<file path="src/rtl/pair_pkg.sv">
package pair_pkg;
  typedef enum logic [1:0] {
    POP_NONE = 2'd0,
    POP_ONE  = 2'd1,
    POP_TWO  = 2'd2
  } pop_e;

  localparam int NUM_SRC = 2;
endpackage

</file>
<file path="src/rtl/pair_dep_check.sv">
module pair_dep_check #(
  parameter int REG_W = 5
) (
  input  logic [REG_W-1:0] old_dst_i,
  input  logic [REG_W-1:0] yng_dst_i,
  input  logic [REG_W-1:0] yng_src_i [pair_pkg::NUM_SRC],
  output logic             raw_o,
  output logic             waw_o
);
  localparam logic [REG_W-1:0] NO_REG = '0;

  logic                      old_writes;
  logic [pair_pkg::NUM_SRC-1:0] src_hit;

  assign old_writes = (old_dst_i != NO_REG);

  for (genvar s = 0; s < pair_pkg::NUM_SRC; s++) begin : g_src
    assign src_hit[s] = old_writes && (yng_src_i[s] == old_dst_i);
  end

  assign raw_o = |src_hit;
  assign waw_o = old_writes && (yng_dst_i == old_dst_i);
endmodule

</file>
<file path="src/rtl/pair_decide.sv">
module pair_decide
  import pair_pkg::*;
(
  input  logic stall_i,
  input  logic hd_vld_i,
  input  logic hd_simple_i,
  input  logic nx_vld_i,
  input  logic nx_simple_i,
  input  logic raw_i,
  input  logic waw_i,
  output pop_e pop_o,
  output logic take_u_o,
  output logic take_v_o
);
  logic both_simple;
  logic conflict;
  logic can_pair;

  assign both_simple = hd_simple_i && nx_simple_i;
  assign conflict    = raw_i || waw_i;
  assign can_pair    = nx_vld_i && both_simple && !conflict;

  always_comb begin
    pop_o    = POP_NONE;
    take_u_o = 1'b0;
    take_v_o = 1'b0;
    if (!stall_i && hd_vld_i) begin
      take_u_o = 1'b1;
      if (can_pair) begin
        pop_o    = POP_TWO;
        take_v_o = 1'b1;
      end else begin
        pop_o = POP_ONE;
      end
    end
  end
endmodule

</file>
<file path="src/rtl/pair_issue_reg.sv">
module pair_issue_reg #(
  parameter int REG_W = 5
) (
  input  logic             clk,
  input  logic             rst,
  input  logic             take_u_i,
  input  logic             take_v_i,
  input  logic [REG_W-1:0] u_dst_i,
  input  logic [REG_W-1:0] v_dst_i,
  output logic             u_vld_o,
  output logic [REG_W-1:0] u_dst_o,
  output logic             v_vld_o,
  output logic [REG_W-1:0] v_dst_o
);
  always_ff @(posedge clk) begin
    if (rst) begin
      u_vld_o <= 1'b0;
      v_vld_o <= 1'b0;
      u_dst_o <= '0;
      v_dst_o <= '0;
    end else begin
      u_vld_o <= take_u_i;
      v_vld_o <= take_v_i;
      u_dst_o <= take_u_i ? u_dst_i : '0;
      v_dst_o <= take_v_i ? v_dst_i : '0;
    end
  end
endmodule

</file>
<file path="src/rtl/pair_steer.sv">
module pair_steer #(
  parameter int REG_W = 5
) (
  input  logic             clk,
  input  logic             rst,
  input  logic             stall_i,
  input  logic             hd_vld_i,
  input  logic             hd_simple_i,
  input  logic [REG_W-1:0] hd_dst_i,
  input  logic [REG_W-1:0] hd_srca_i,
  input  logic [REG_W-1:0] hd_srcb_i,
  input  logic             nx_vld_i,
  input  logic             nx_simple_i,
  input  logic [REG_W-1:0] nx_dst_i,
  input  logic [REG_W-1:0] nx_srca_i,
  input  logic [REG_W-1:0] nx_srcb_i,
  output logic [1:0]       pop_o,
  output logic             u_vld_o,
  output logic [REG_W-1:0] u_dst_o,
  output logic             v_vld_o,
  output logic [REG_W-1:0] v_dst_o
);
  import pair_pkg::*;

  logic             raw;
  logic             waw;
  logic             take_u;
  logic             take_v;
  pop_e             pop_sel;
  logic [REG_W-1:0] nx_src [NUM_SRC];
  logic             hd_srcs_unused;

  assign nx_src[0] = nx_srca_i;
  assign nx_src[1] = nx_srcb_i;
  // The head's sources matter only to older producers already in flight.
  assign hd_srcs_unused = ^{hd_srca_i, hd_srcb_i};

  pair_dep_check #(.REG_W(REG_W)) dep_i (
    .old_dst_i (hd_dst_i),
    .yng_dst_i (nx_dst_i),
    .yng_src_i (nx_src),
    .raw_o     (raw),
    .waw_o     (waw)
  );

  pair_decide dec_i (
    .stall_i     (stall_i),
    .hd_vld_i    (hd_vld_i),
    .hd_simple_i (hd_simple_i),
    .nx_vld_i    (nx_vld_i),
    .nx_simple_i (nx_simple_i),
    .raw_i       (raw),
    .waw_i       (waw),
    .pop_o       (pop_sel),
    .take_u_o    (take_u),
    .take_v_o    (take_v)
  );

  pair_issue_reg #(.REG_W(REG_W)) slot_i (
    .clk      (clk),
    .rst      (rst),
    .take_u_i (take_u),
    .take_v_i (take_v),
    .u_dst_i  (hd_dst_i),
    .v_dst_i  (nx_dst_i),
    .u_vld_o  (u_vld_o),
    .u_dst_o  (u_dst_o),
    .v_vld_o  (v_vld_o),
    .v_dst_o  (v_dst_o)
  );

  assign pop_o = pop_sel;
endmodule

</file>
<file path="config.mk">
export PLATFORM = sky130hd
export DESIGN_NAME = pair_steer
export DESIGN_NICKNAME = d
export VERILOG_FILES = /design/src/rtl/pair_pkg.sv /design/src/rtl/pair_dep_check.sv /design/src/rtl/pair_decide.sv /design/src/rtl/pair_issue_reg.sv /design/src/rtl/pair_steer.sv
export SDC_FILE = /design/constraint.sdc
export NUM_CORES = 1
export LEC_CHECK = 0
export ABC_AREA = 1
export BUFFER_PORTS_ARGS = -buffer_cell sky130_fd_sc_hd__buf_2
export CAP_MARGIN = 5
export CORE_UTILIZATION = 40
export DETAILED_ROUTE_END_ITERATION = 16
export GPL_ROUTABILITY_DRIVEN = 0
export PLACE_DENSITY = 0.82
export SLEW_MARGIN = 20
export SYNTH_ARGS = -nofsm -noshare
export SYNTH_HDL_FRONTEND = slang
export SYNTH_SLANG_ARGS = --single-unit
</file>
<file path="constraint.sdc">
create_clock -name clk -period 3.01 [get_ports clk]
set_input_delay 0.301 -clock clk [delete_from_list [all_inputs] [get_ports clk]]
set_output_delay 0.301 -clock clk [all_outputs]
set_load 0.01 [all_outputs]
</file>
After elaboration in Yosys (flattened, before gate mapping)

Index checks and enable logic that the tools add are counted.

Flip-flop bits (word level): 12
Input bits: 37
Output and inout bits: 14
Logic and storage cells: 28

Equal/unequal tests: 3
Mux-type cells: 5
Bitwise operators: 2
Reduce and logical (&&, ||, !) cells: 14

Operators by type and width:

| cell                | number |
|---|---|
| equality test 5 bit | 3 |
| logical AND 1 bit   | 7 |
| OR reduction 2 bit  | 3 |
| nonzero test 5 bit  | 1 |
| 2-to-1 mux 2 bit    | 2 |
| 2-to-1 mux 1 bit    | 3 |
| logical NOT 1 bit   | 2 |
| inverter 1 bit      | 2 |
| logical OR 1 bit    | 1 |

Logic depth before layout (Yosys ltp)

Gate-level depths: netlist (run 1).

Word-level depth: 10
Mapped depth: 11
Mapped depth without buffers: 10

Cells and area by module

Synthesis (run 1) repeated with hierarchy kept, for this count alone.

Cells, all modules: 109
Area, all modules: 711.9 µm²

By module, submodules not included:

| module         | times used | cells an instance | area an instance (µm²) | sequential area each (µm²) |
|---|---|---|---|---|
| pair_issue_reg | 1          | 37                | 374.1                  | 240.2 |
| pair_dep_check | 1          | 56                | 265.3                  | 0.0 |
| pair_decide    | 1          | 16                | 72.6                   | 0.0 |

Worst setup path after synthesis (run 1)

OpenSTA, ideal clock, no wires.

Kind: input-to-output
Start point: input port hd_dst_i[2]
End point: output port pop_o[0]
Arrival time: 1092 ps
Data required time: 2709 ps
Slack: 1617 ps
Stages: 7
Path buffers: 1
Cell sequence: buf_4 -> xor2_1 -> nor2_1 -> nand2_2 -> nand3_2 -> nand2_2 -> a21oi_1

Longest elaborated chain between the ends: 8
Elaborated cells between the ends (all ways): 13
Those cells by class: eq/ne: 3; mux: 2; reduce/logical: 8

RTL lines:

| what                                                      | RTL line                                   | source |
|---|---|---|
| start: declaration                                        | pair_steer.sv:9                            | `input logic [REG_W-1:0] hd_dst_i,` |
| equality test 5 bit or nonzero test 5 bit (tied branches) | pair_dep_check.sv:18, pair_dep_check.sv:15 |  |
| logical AND 1 bit                                         | pair_dep_check.sv:18                       | `assign src_hit[s] = old_writes && (yng_src_i[s] == old_dst_i);` |
| OR reduction 2 bit                                        | pair_dep_check.sv:21                       | `assign raw_o = \|src_hit;` |
| logical OR 1 bit (*)                                      | pair_decide.sv:20                          | `assign conflict = raw_i \|\| waw_i;` |
| logical NOT 1 bit (*)                                     | pair_decide.sv:21                          | `assign can_pair = nx_vld_i && both_simple && !conflict;` |
| logical AND 1 bit (*)                                     | pair_decide.sv:21                          |  |
| 2-to-1 mux 2 bit (*)                                      | pair_decide.sv:29                          | `if (can_pair) begin` |
| 2-to-1 mux 2 bit (*)                                      | pair_decide.sv:27                          | `if (!stall_i && hd_vld_i) begin` |
| end: declaration                                          | pair_steer.sv:17                           | `output logic [1:0] pop_o,` |

Every way passes the cells marked *; elsewhere a longest branch is shown, timed or not.

Worst setup path after layout (run 1)

Start point: input port hd_dst_i[0]
End point: output port pop_o[0]

The elaborated chain is that of the path after synthesis.

==> flow_metrics.env, run 1 <==
export IMPL_status="finished, final reports clean"
export IMPL_ys_top_cells_by_count="29 x nand2_1, 18 x nor2_1, 17 x inv_1"
export IMPL_synthCells=97
export IMPL_grt_max_degree=7
export IMPL_antenna_found_initial=0
export IMPL_firstDrtPassIters=4
export IMPL_syn_avg_cell_area_um2=6.48
export IMPL_core_area_um2=1380
export IMPL_start_util=0.454
export IMPL_report_final_slew_viol_count=0
export IMPL_ys_types=17
export IMPL_hold_violations=0
export IMPL_io_buffers=40
export IMPL_top_layer="met4"
export IMPL_min_period_over_period=0.528
export IMPL_setup_tns_ns=0
export IMPL_cts_reportedPaths_clkPinSlew_ns=0.06
export IMPL_io_pins=51
export IMPL_cp_end_kind="output pin"
export IMPL_grt_pass1_wl_mm=2.13
export IMPL_cts_tree="built"
export IMPL_grt_overflow=0
export IMPL_postCtsSetupRepairBufs=0
export IMPL_synth_async_reset_ratio=0
export IMPL_synth_top_area_frac=0.382
export IMPL_relSlewSlack=0.801
export IMPL_drtIter0Drc=20
export IMPL_synthMostInstantiatedCell="nand2_1"
export IMPL_dp_final_hpwl_mm=1.15
export IMPL_via_count=679
export IMPL_die_y_um=41.6
export IMPL_criticalPathCategory="in -> out"
export IMPL_ys_seq_elements=12
export IMPL_wl_met3_um=50
export IMPL_remaining_drc_errors=0
export IMPL_max_cap_violations=0
export IMPL_cts_hold_buf=0
export IMPL_clock_path_buffers=2
export IMPL_crit_fanout=5
export IMPL_cp_start_kind="input port"
export IMPL_peakVddDrop_uv=119
export IMPL_wl_met1_um=540
export IMPL_critPathLaunch="hd_dst_i[0]"
export IMPL_utilization=0.618
export IMPL_grtUsageTotal=0.157
export IMPL_numCtsBuffers=3
export IMPL_ant_nets=0
export IMPL_cts_root_buf="clkbuf_4"
export IMPL_totalWireLength_mm=1.33
export IMPL_grt_pass1_vias=588
export IMPL_setup_violations=0
export IMPL_cts_num_sinks=12
export IMPL_vias_per_cell=4.44
export IMPL_p_per_area_nw_per_um2=370
export IMPL_fp_dieW_um=41.6
export IMPL_hp_start="rst"
export IMPL_dieArea_um2=1730
export IMPL_critPathRequiredTime_ns=2.71
export IMPL_routedWlPerCell_um=8.66
export IMPL_cp_data_arrival_time_ns=1.29
export IMPL_syn_area_um2=628
export IMPL_yosys_area_top_type="dfxtp_1"
export IMPL_drive_gt1_frac=0.355
export IMPL_seq_area_frac_synth=0.382
export IMPL_tightestPinTransition_ns=0.298
export IMPL_yosys_warnings=0
export IMPL_h_tree_depth=1
export IMPL_area_growth_pct=36.1
export IMPL_synth_main_ff_cell="dfxtp_1"
export IMPL_syn_num_nets=134
export IMPL_rsz0062_at_grt="false"
export IMPL_antenna_diode_count=0
export IMPL_fin_nets=177
export IMPL_wl_met2_um=702
export IMPL_holdCritPathClass="in -> reg"
export IMPL_fp_row_count=13
export IMPL_fmax_ghz=0.630
export IMPL_ys_top_cells_by_area="dfxtp_1 38%, nand2_1 17%, nor2_1 11%"
export IMPL_synth_edf_count=0
export IMPL_p_leak_nw=0.553
export IMPL_finalCriticalPeriod_ns=1.59
export IMPL_cts_resized=0
-- area by class of cell --
| class | instances | area (um2) |
|---|---|---|
| timing repair buffer | 40 | 200 |
| clock buffer | 3 | 22.5 |
| sequential | 12 | 240 |
| inverter | 19 | 71.3 |
| tap | 15 | 18.8 |
| multi-input combinational | 64 | 302 |
| fill | 144 | 528 |
-- where the power goes --
part	internal, mW	leakage (nW)	switching [mW]
sequential	0.162	0.0973	0.000494
clock	0.0461	0.0138	0.0435
combinational	0.0291	0.441	0.0355
total	0.237	0.553	0.0794
-- cells in the final DEF, fill, tap and decap left out, drive strengths merged --
cell    synthesis  layout
nand3           5       5
nand2          31      31
buf             2      40
nor2           18      18
o21ai           2       2
nor3            1       1
dfxtp          12      12
inv            19      19
and3            1       1
a21oi           1       1
clkbuf          0       3
xnor2           2       2
xor2            3       3
-- metal layers --
| layer | up-vias | track usage |
|---|---|---|
| met5 | - | 0 |
| met4 | 0 | 0.0968 |
| met3 | 5 | 0.0174 |
| met2 | 21 | 0.294 |
| met1 | 286 | 0.164 |
| li1 | 367 | - |
-- sequential cells by signal, indices dropped and copies added, names as in the netlist --
name / cells
slot_i.u_vld_o: 1
slot_i.v_dst_o: 5
slot_i.u_dst_o: 5
slot_i.v_vld_o: 1
-- stage by stage --
stage               hold WS (ns)  instance area (um2)  total power [mW]  std cells  setup slack, ns
floorplan                  0.413                  628             0.202         97             1.62
global placement           0.523                  832             0.228        150             1.48
detailed placement         0.528                  832             0.230        150             1.45
CTS                        0.257                  855             0.318        153             1.44
global route               0.249                  855             0.336        153             1.34
finish                     0.258                  855             0.316        153             1.42
-- worst max-delay path, cell delays in order --
cell	delay [ns]
buf_2	0.12
inv_2	0.09
nand2_1	0.06
nand2_1	0.06
nand2_1	0.05
nor2_1	0.10
nand2_2	0.06
nand3_2	0.07
nand2_2	0.08
a21oi_1	0.15
buf_2	0.15
-- kinds of logic (layout without fill, tap and decap cells) --
kind of cell / count (synthesis) / after routing / share of synthesized area
and+or+nand+nor: 56 / 56 / 0.386
buffers and inverters: 21 / 62 / 0.137
DFF: 12 / 12 / 0.382
AOI/OAI and AO/OA: 3 / 3 / 0.0239
xor gates and xnor gates: 5 / 5 / 0.0697
-- final timing paths --
path                             end  slack (ns)  depth (start not counted)
worst max-delay path        pop_o[0]        1.42                         11
worst min-delay path  slot_i.u_vld_o        0.26                          2
(Power assumes the default switching activity.)
==> run 2: changes to the inputs <==
ABC_AREA = 0   (was 1)
CORE_UTILIZATION = 35   (was 40)
PLACE_DENSITY = 0.76   (was 0.82)
clock period = 1.7 ns   (was 3.01 ns; I/O delays follow)
==> run 2 against run 1 <==
Count of clock-buffer cells in the layout stayed put. Synthesized cell count down 39%. Clock power is 77% higher. Highest routed layer is now met3. Critical endpoint unchanged. Core utilization fell by 9.1 points. First-iteration DRC count down 40%. Die area up 1.7%. Sequential share of layout area rose by 2.1 points. Total power grew 75%. Combinational power is 66% higher. Non-clock buffer count unchanged.
==> flow_metrics.env, run 2 <==
export IMPL_status="finished, final reports clean"
export IMPL_pre_cts_slack_ns=0.102
export IMPL_max_cap_violations=0
export IMPL_seq_area_frac_synth=0.430
export IMPL_met2_usage=0.238
export IMPL_grt_max_degree=9
export IMPL_numCtsBuffers=3
export IMPL_via_count=532
export IMPL_synth_edf_count=0
export IMPL_io_pins=51
export IMPL_cp_end_kind="output pin"
export IMPL_p_leak_nw=0.404
export IMPL_fp_row_count=14
export IMPL_ys_top_cells_by_area="dfxtp_1 43%, xor2_1 14%, xnor2_1 9.4%"
export IMPL_dpl_cell_area_um2=772
export IMPL_setup_violations=0
export IMPL_fillCellCount=147
export IMPL_use_met3=0.0172
export IMPL_grt_busiest_layer="met2"
export IMPL_cts_resized=0
export IMPL_hold_violations=0
export IMPL_synthCells=59
export IMPL_clock_path_buffers=2
export IMPL_grt_util_met1=0.170
export IMPL_cts_reportedPaths_clkPinSlew_ns=0.06
export IMPL_grt_overflow=0
export IMPL_seq_area_um2=240
export IMPL_cts_hold_buf=0
export IMPL_top_regs="slot_i.u_dst_o (5), slot_i.v_dst_o (5)"
export IMPL_routedWlPerCell_um=10.2
export IMPL_layout_setup_ws_ns=0.126
export IMPL_antenna_found_initial=0
export IMPL_remaining_drc_errors=0
export IMPL_multiInputGateArea_um2=312
export IMPL_postCtsSetupRepairBufs=0
export IMPL_ant_nets=0
export IMPL_drtIter0Drc=12
export IMPL_rsz0062_at_grt="false"
export IMPL_vias_per_cell=4.55
export IMPL_synth_async_reset_ratio=0
export IMPL_drive_gt1_frac=0.455
export IMPL_p_per_area_nw_per_um2=696
export IMPL_postLayoutCellArea_um2=795
export IMPL_yosys_warnings=0
export IMPL_syn_area_um2=559
export IMPL_ys_types=16
export IMPL_tightestPinTransition_ns=0.555
export IMPL_grt_pass1_wl_mm=1.92
export IMPL_cts_root_buf="clkbuf_4"
export IMPL_core_area_um2=1510
export IMPL_fp_dieW_um=42.0
export IMPL_criticalPathCategory="in -> out"
export IMPL_final_common_cell="buf_2"
export IMPL_synth_top_area_frac=0.430
export IMPL_antenna_diode_count=0
export IMPL_synthMostInstantiatedCell="dfxtp_1"
export IMPL_holdCritPathClass="in -> reg"
export IMPL_fin_nets=140
export IMPL_cp_data_arrival_time_ns=1.40
export IMPL_yosys_area_top_type="dfxtp_1"
export IMPL_start_util=0.371
export IMPL_io_buffers=40
export IMPL_cts_tree="built"
export IMPL_dieArea_um2=1760
export IMPL_min_period_over_period=0.926
export IMPL_ys_top_cells_by_count="12 x dfxtp_1, 9 x xor2_1, 6 x nor2_1, 6 x xnor2_1"
export IMPL_fmax_ghz=0.635
export IMPL_setup_tns_ns=0
export IMPL_totalWireLength_mm=1.19
export IMPL_stdcell_count=117
export IMPL_h_tree_depth=1
export IMPL_grt_pass1_vias=472
export IMPL_crit_fanout=8
export IMPL_area_growth_pct=42.1
export IMPL_post_place_cells=114
export IMPL_dp_final_hpwl_um=997
export IMPL_cp_start_kind="input port"
export IMPL_peakVddDrop_uv=263
export IMPL_relSlewSlack=0.627
export IMPL_firstDrtPassIters=4
export IMPL_ys_seq_elements=12
export IMPL_report_final_slew_viol_count=0
export IMPL_syn_avg_cell_area_um2=9.48
export IMPL_die_y_um=42.0
export IMPL_critPathRequiredTime_ns=1.53
export IMPL_finalCriticalPeriod_ns=1.57
export IMPL_syn_num_nets=96
export IMPL_cts_num_sinks=12
export IMPL_synth_main_ff_cell="dfxtp_1"
export IMPL_layout_common_cells="40 x buf_2, 12 x dfxtp_1, 9 x xor2_1"
export IMPL_grtUsageTotal=0.145
-- run 2: power breakdown --
part	switching, mW	internal (mW)	leakage [nW]
logic	0.0523	0.0545	0.293
clock network	0.0778	0.0816	0.0138
registers	0.00113	0.286	0.0973
total	0.131	0.422	0.404
-- run 2: per-stage QoR --
| step | hold slack [ns] | power, mW | utilization |
|---|---|---|---|
| after floorplan | 0.279 | 0.346 | - |
| after global placement | 0.410 | 0.398 | 0.512 |
| after detailed placement | 0.417 | 0.402 | 0.512 |
| after CTS | 0.136 | 0.561 | 0.527 |
| after global routing | 0.138 | 0.584 | 0.527 |
| final | 0.144 | 0.553 | 0.527 |
-- run 2: cell families after synthesis --
logic type | share of synthesized area
compound gates | 0.0559
xor+xnor | 0.235
buf+inv | 0.0134
flops | 0.430
simple gates | 0.266
-- run 2: area by class of cell --
type,count,area share
multi-input combinational,46,0.392
clock buffer,3,0.0283
tap,16,0.0252
timing repair buffer,40,0.252
sequential,12,0.302
-- run 2: path summary, 6_finish.rpt --
kind / from / end / slack (ns) / cells after the start
worst max-delay path: hd_dst_i[4] / pop_o[0] / 0.13 / 7
worst min-delay path: nx_dst_i[2] / slot_i.v_dst_o[2] / 0.14 / 3
-- run 2: critical path, cell delays in order --
cell and delay [ns]:
buf_2 0.15, xor2_1 0.16, nor3_1 0.19, nand3_1 0.15
a31oi_4 0.30, o21ba_1 0.15, buf_2 0.12
-- run 2: metal layers --
layer | up-vias | routed length (um)
met3 | 0 | 86
met2 | 29 | 575
met5 | - | 0
met1 | 228 | 526
li1 | 275 | -
met4 | 0 | 0
==> run 3: changes to the inputs <==
==> constraint.sdc (replaced) <==
create_clock -name clk -period 1.7 [get_ports clk]
set_input_delay 0.34 -clock clk [delete_from_list [all_inputs] [get_ports clk]]
set_output_delay 0.34 -clock clk [all_outputs]
set_load 0.01 [all_outputs]
==> run 3 against run 2 <==
The flow now finishes with violations (negative setup slack). Worst hold slack improved by 0.16 ns. Combinational power grew 25%. Count of clock-buffer cells in the layout grew 1. Fmax decreased by 13%. Via count increased by 5.6%. Critical path depth down 1. Worst setup slack worse by 0.23 ns. Final cell count grew 5.1%. Critical endpoint is now pop_o[1].
==> flow_metrics.env, run 3 (same netlist as run 2, synthesis figures left out) <==
export IMPL_status="finished, violations left"
export IMPL_violations="negative setup slack"
export IMPL_holdCritPathClass="in -> reg"
export IMPL_dp_final_hpwl_mm=1.07
export IMPL_layout_common_cells="35 x buf_2, 12 x dfxtp_1, 8 x xor2_1"
export IMPL_final_common_cell="buf_2"
export IMPL_io_pins=51
export IMPL_cpPeakStageDelay_ns=0.54
export IMPL_numCtsBuffers=3
export IMPL_cp_cell_sequence="buf_8, or4_4, nor2_4, a31oi_4, nor3_1, buf_2"
export IMPL_critPathBufInv=2
export IMPL_top_regs="slot_i.u_dst_o (5), slot_i.v_dst_o (5)"
export IMPL_cp_end_kind="output pin"
export IMPL_cts_root_buf="clkbuf_4"
export IMPL_routedWlPerCell_um=10.4
export IMPL_core_area_um2=1510
export IMPL_tightestPinTransition_ns=0.555
export IMPL_grt_pass1_wl_mm=2.04
export IMPL_totalWireLength_mm=1.28
export IMPL_report_final_slew_viol_count=0
export IMPL_antenna_diode_count=0
export IMPL_area_growth_pct=62.6
export IMPL_dieArea_um2=1760
export IMPL_max_cap_violations=0
export IMPL_firstDrtPassIters=3
export IMPL_seq_area_um2=240
export IMPL_fin_nets=145
export IMPL_setup_violations=2
export IMPL_cts_reportedPaths_clkPinSlew_ns=0.07
export IMPL_cp_data_arrival_time_ns=1.46
export IMPL_critPathRequiredTime_ns=1.36
export IMPL_p_leak_nw=0.455
export IMPL_cts_hold_buf=0
export IMPL_grtUsageTotal=0.148
export IMPL_fp_row_count=14
export IMPL_fillCellCount=125
export IMPL_fmax_ghz=0.556
export IMPL_crit_family="simple AND/OR/NAND/NOR gates"
export IMPL_cp_start_kind="input port"
export IMPL_remaining_drc_errors=0
export IMPL_multiInputGateArea_um2=333
export IMPL_peakVddDrop_uv=278
export IMPL_antenna_found_initial=0
export IMPL_grt_max_degree=8
export IMPL_cp_slowest_cell="or4_4"
export IMPL_dpl_cell_area_um2=802
export IMPL_cts_num_sinks=12
export IMPL_via_count=562
export IMPL_cts_tree="built"
export IMPL_setup_tns_ns=-0.183
export IMPL_vias_per_cell=4.57
export IMPL_relSlewSlack=0.627
export IMPL_io_buffers=40
export IMPL_ant_nets=0
export IMPL_postLayoutCellArea_um2=910
export IMPL_hold_violations=0
export IMPL_crit_fanout=3
export IMPL_min_period_over_period=1.06
export IMPL_p_per_area_nw_per_um2=696
export IMPL_grt_overflow=0
export IMPL_drive_gt1_frac=0.514
export IMPL_grt_pass1_vias=522
export IMPL_post_place_cells=118
export IMPL_die_y_um=42.0
export IMPL_stdcell_count=123
export IMPL_layout_setup_ws_ns=-0.0999
export IMPL_clock_path_buffers=2
export IMPL_fin_hold_ws_ns=0.305
export IMPL_start_util=0.371
export IMPL_finalCriticalPeriod_ns=1.80
export IMPL_fp_dieW_um=42.0
export IMPL_drtIter0Drc=4
export IMPL_h_tree_depth=1
export IMPL_rsz0062_at_grt="true"
export IMPL_criticalPathCategory="in -> out"
run 3: worst paths after layout:
kind                  cells after the start         from                end
worst max-delay path                      6  hd_dst_i[3]           pop_o[1]
worst min-delay path                      3  nx_dst_i[3]  slot_i.v_dst_o[3]
run 3: metal layers:
metal / GRT usage / vias to the layer above / share of wire / wire length [um]
li1: - / 288 / - / -
met1: 0.173 / 245 / 0.40 / 510
met2: 0.269 / 29 / 0.52 / 672
met3: 0.0216 / 0 / 0.077 / 98
met4: 0.0581 / 0 / 0 / 0
met5: 0 / - / 0 / 0
run 3: what timing repair did:
action,4_1_cts,5_1_grt
gates resized for setup,11,5
setup buffers,1,0
pin swaps,10,9
setup endpoints to repair,2,2
run 3: area by class of cell:
type                       count  area share
timing repair buffer          45       0.308
multi-input combinational     46       0.366
tap                           16      0.0220
clock buffer                   4      0.0399
sequential                    12       0.264
run 3: report_power, final:
| part | internal, mW | total [mW] | switching (mW) |
|---|---|---|---|
| Combinational | 0.0747 | 0.134 | 0.0593 |
| Clock | 0.130 | 0.212 | 0.0824 |
| Sequential | 0.286 | 0.287 | 0.00115 |
run 3: through the flow:
stage | worst slack, ns | utilization | power, mW
finish | -0.0999 | 0.604 | 0.633
global route | -0.126 | 0.604 | 0.667
CTS | -0.117 | 0.588 | 0.634
detailed placement | -0.165 | 0.532 | 0.411
global placement | -0.149 | 0.532 | 0.406
floorplan | 0.0178 | - | 0.346
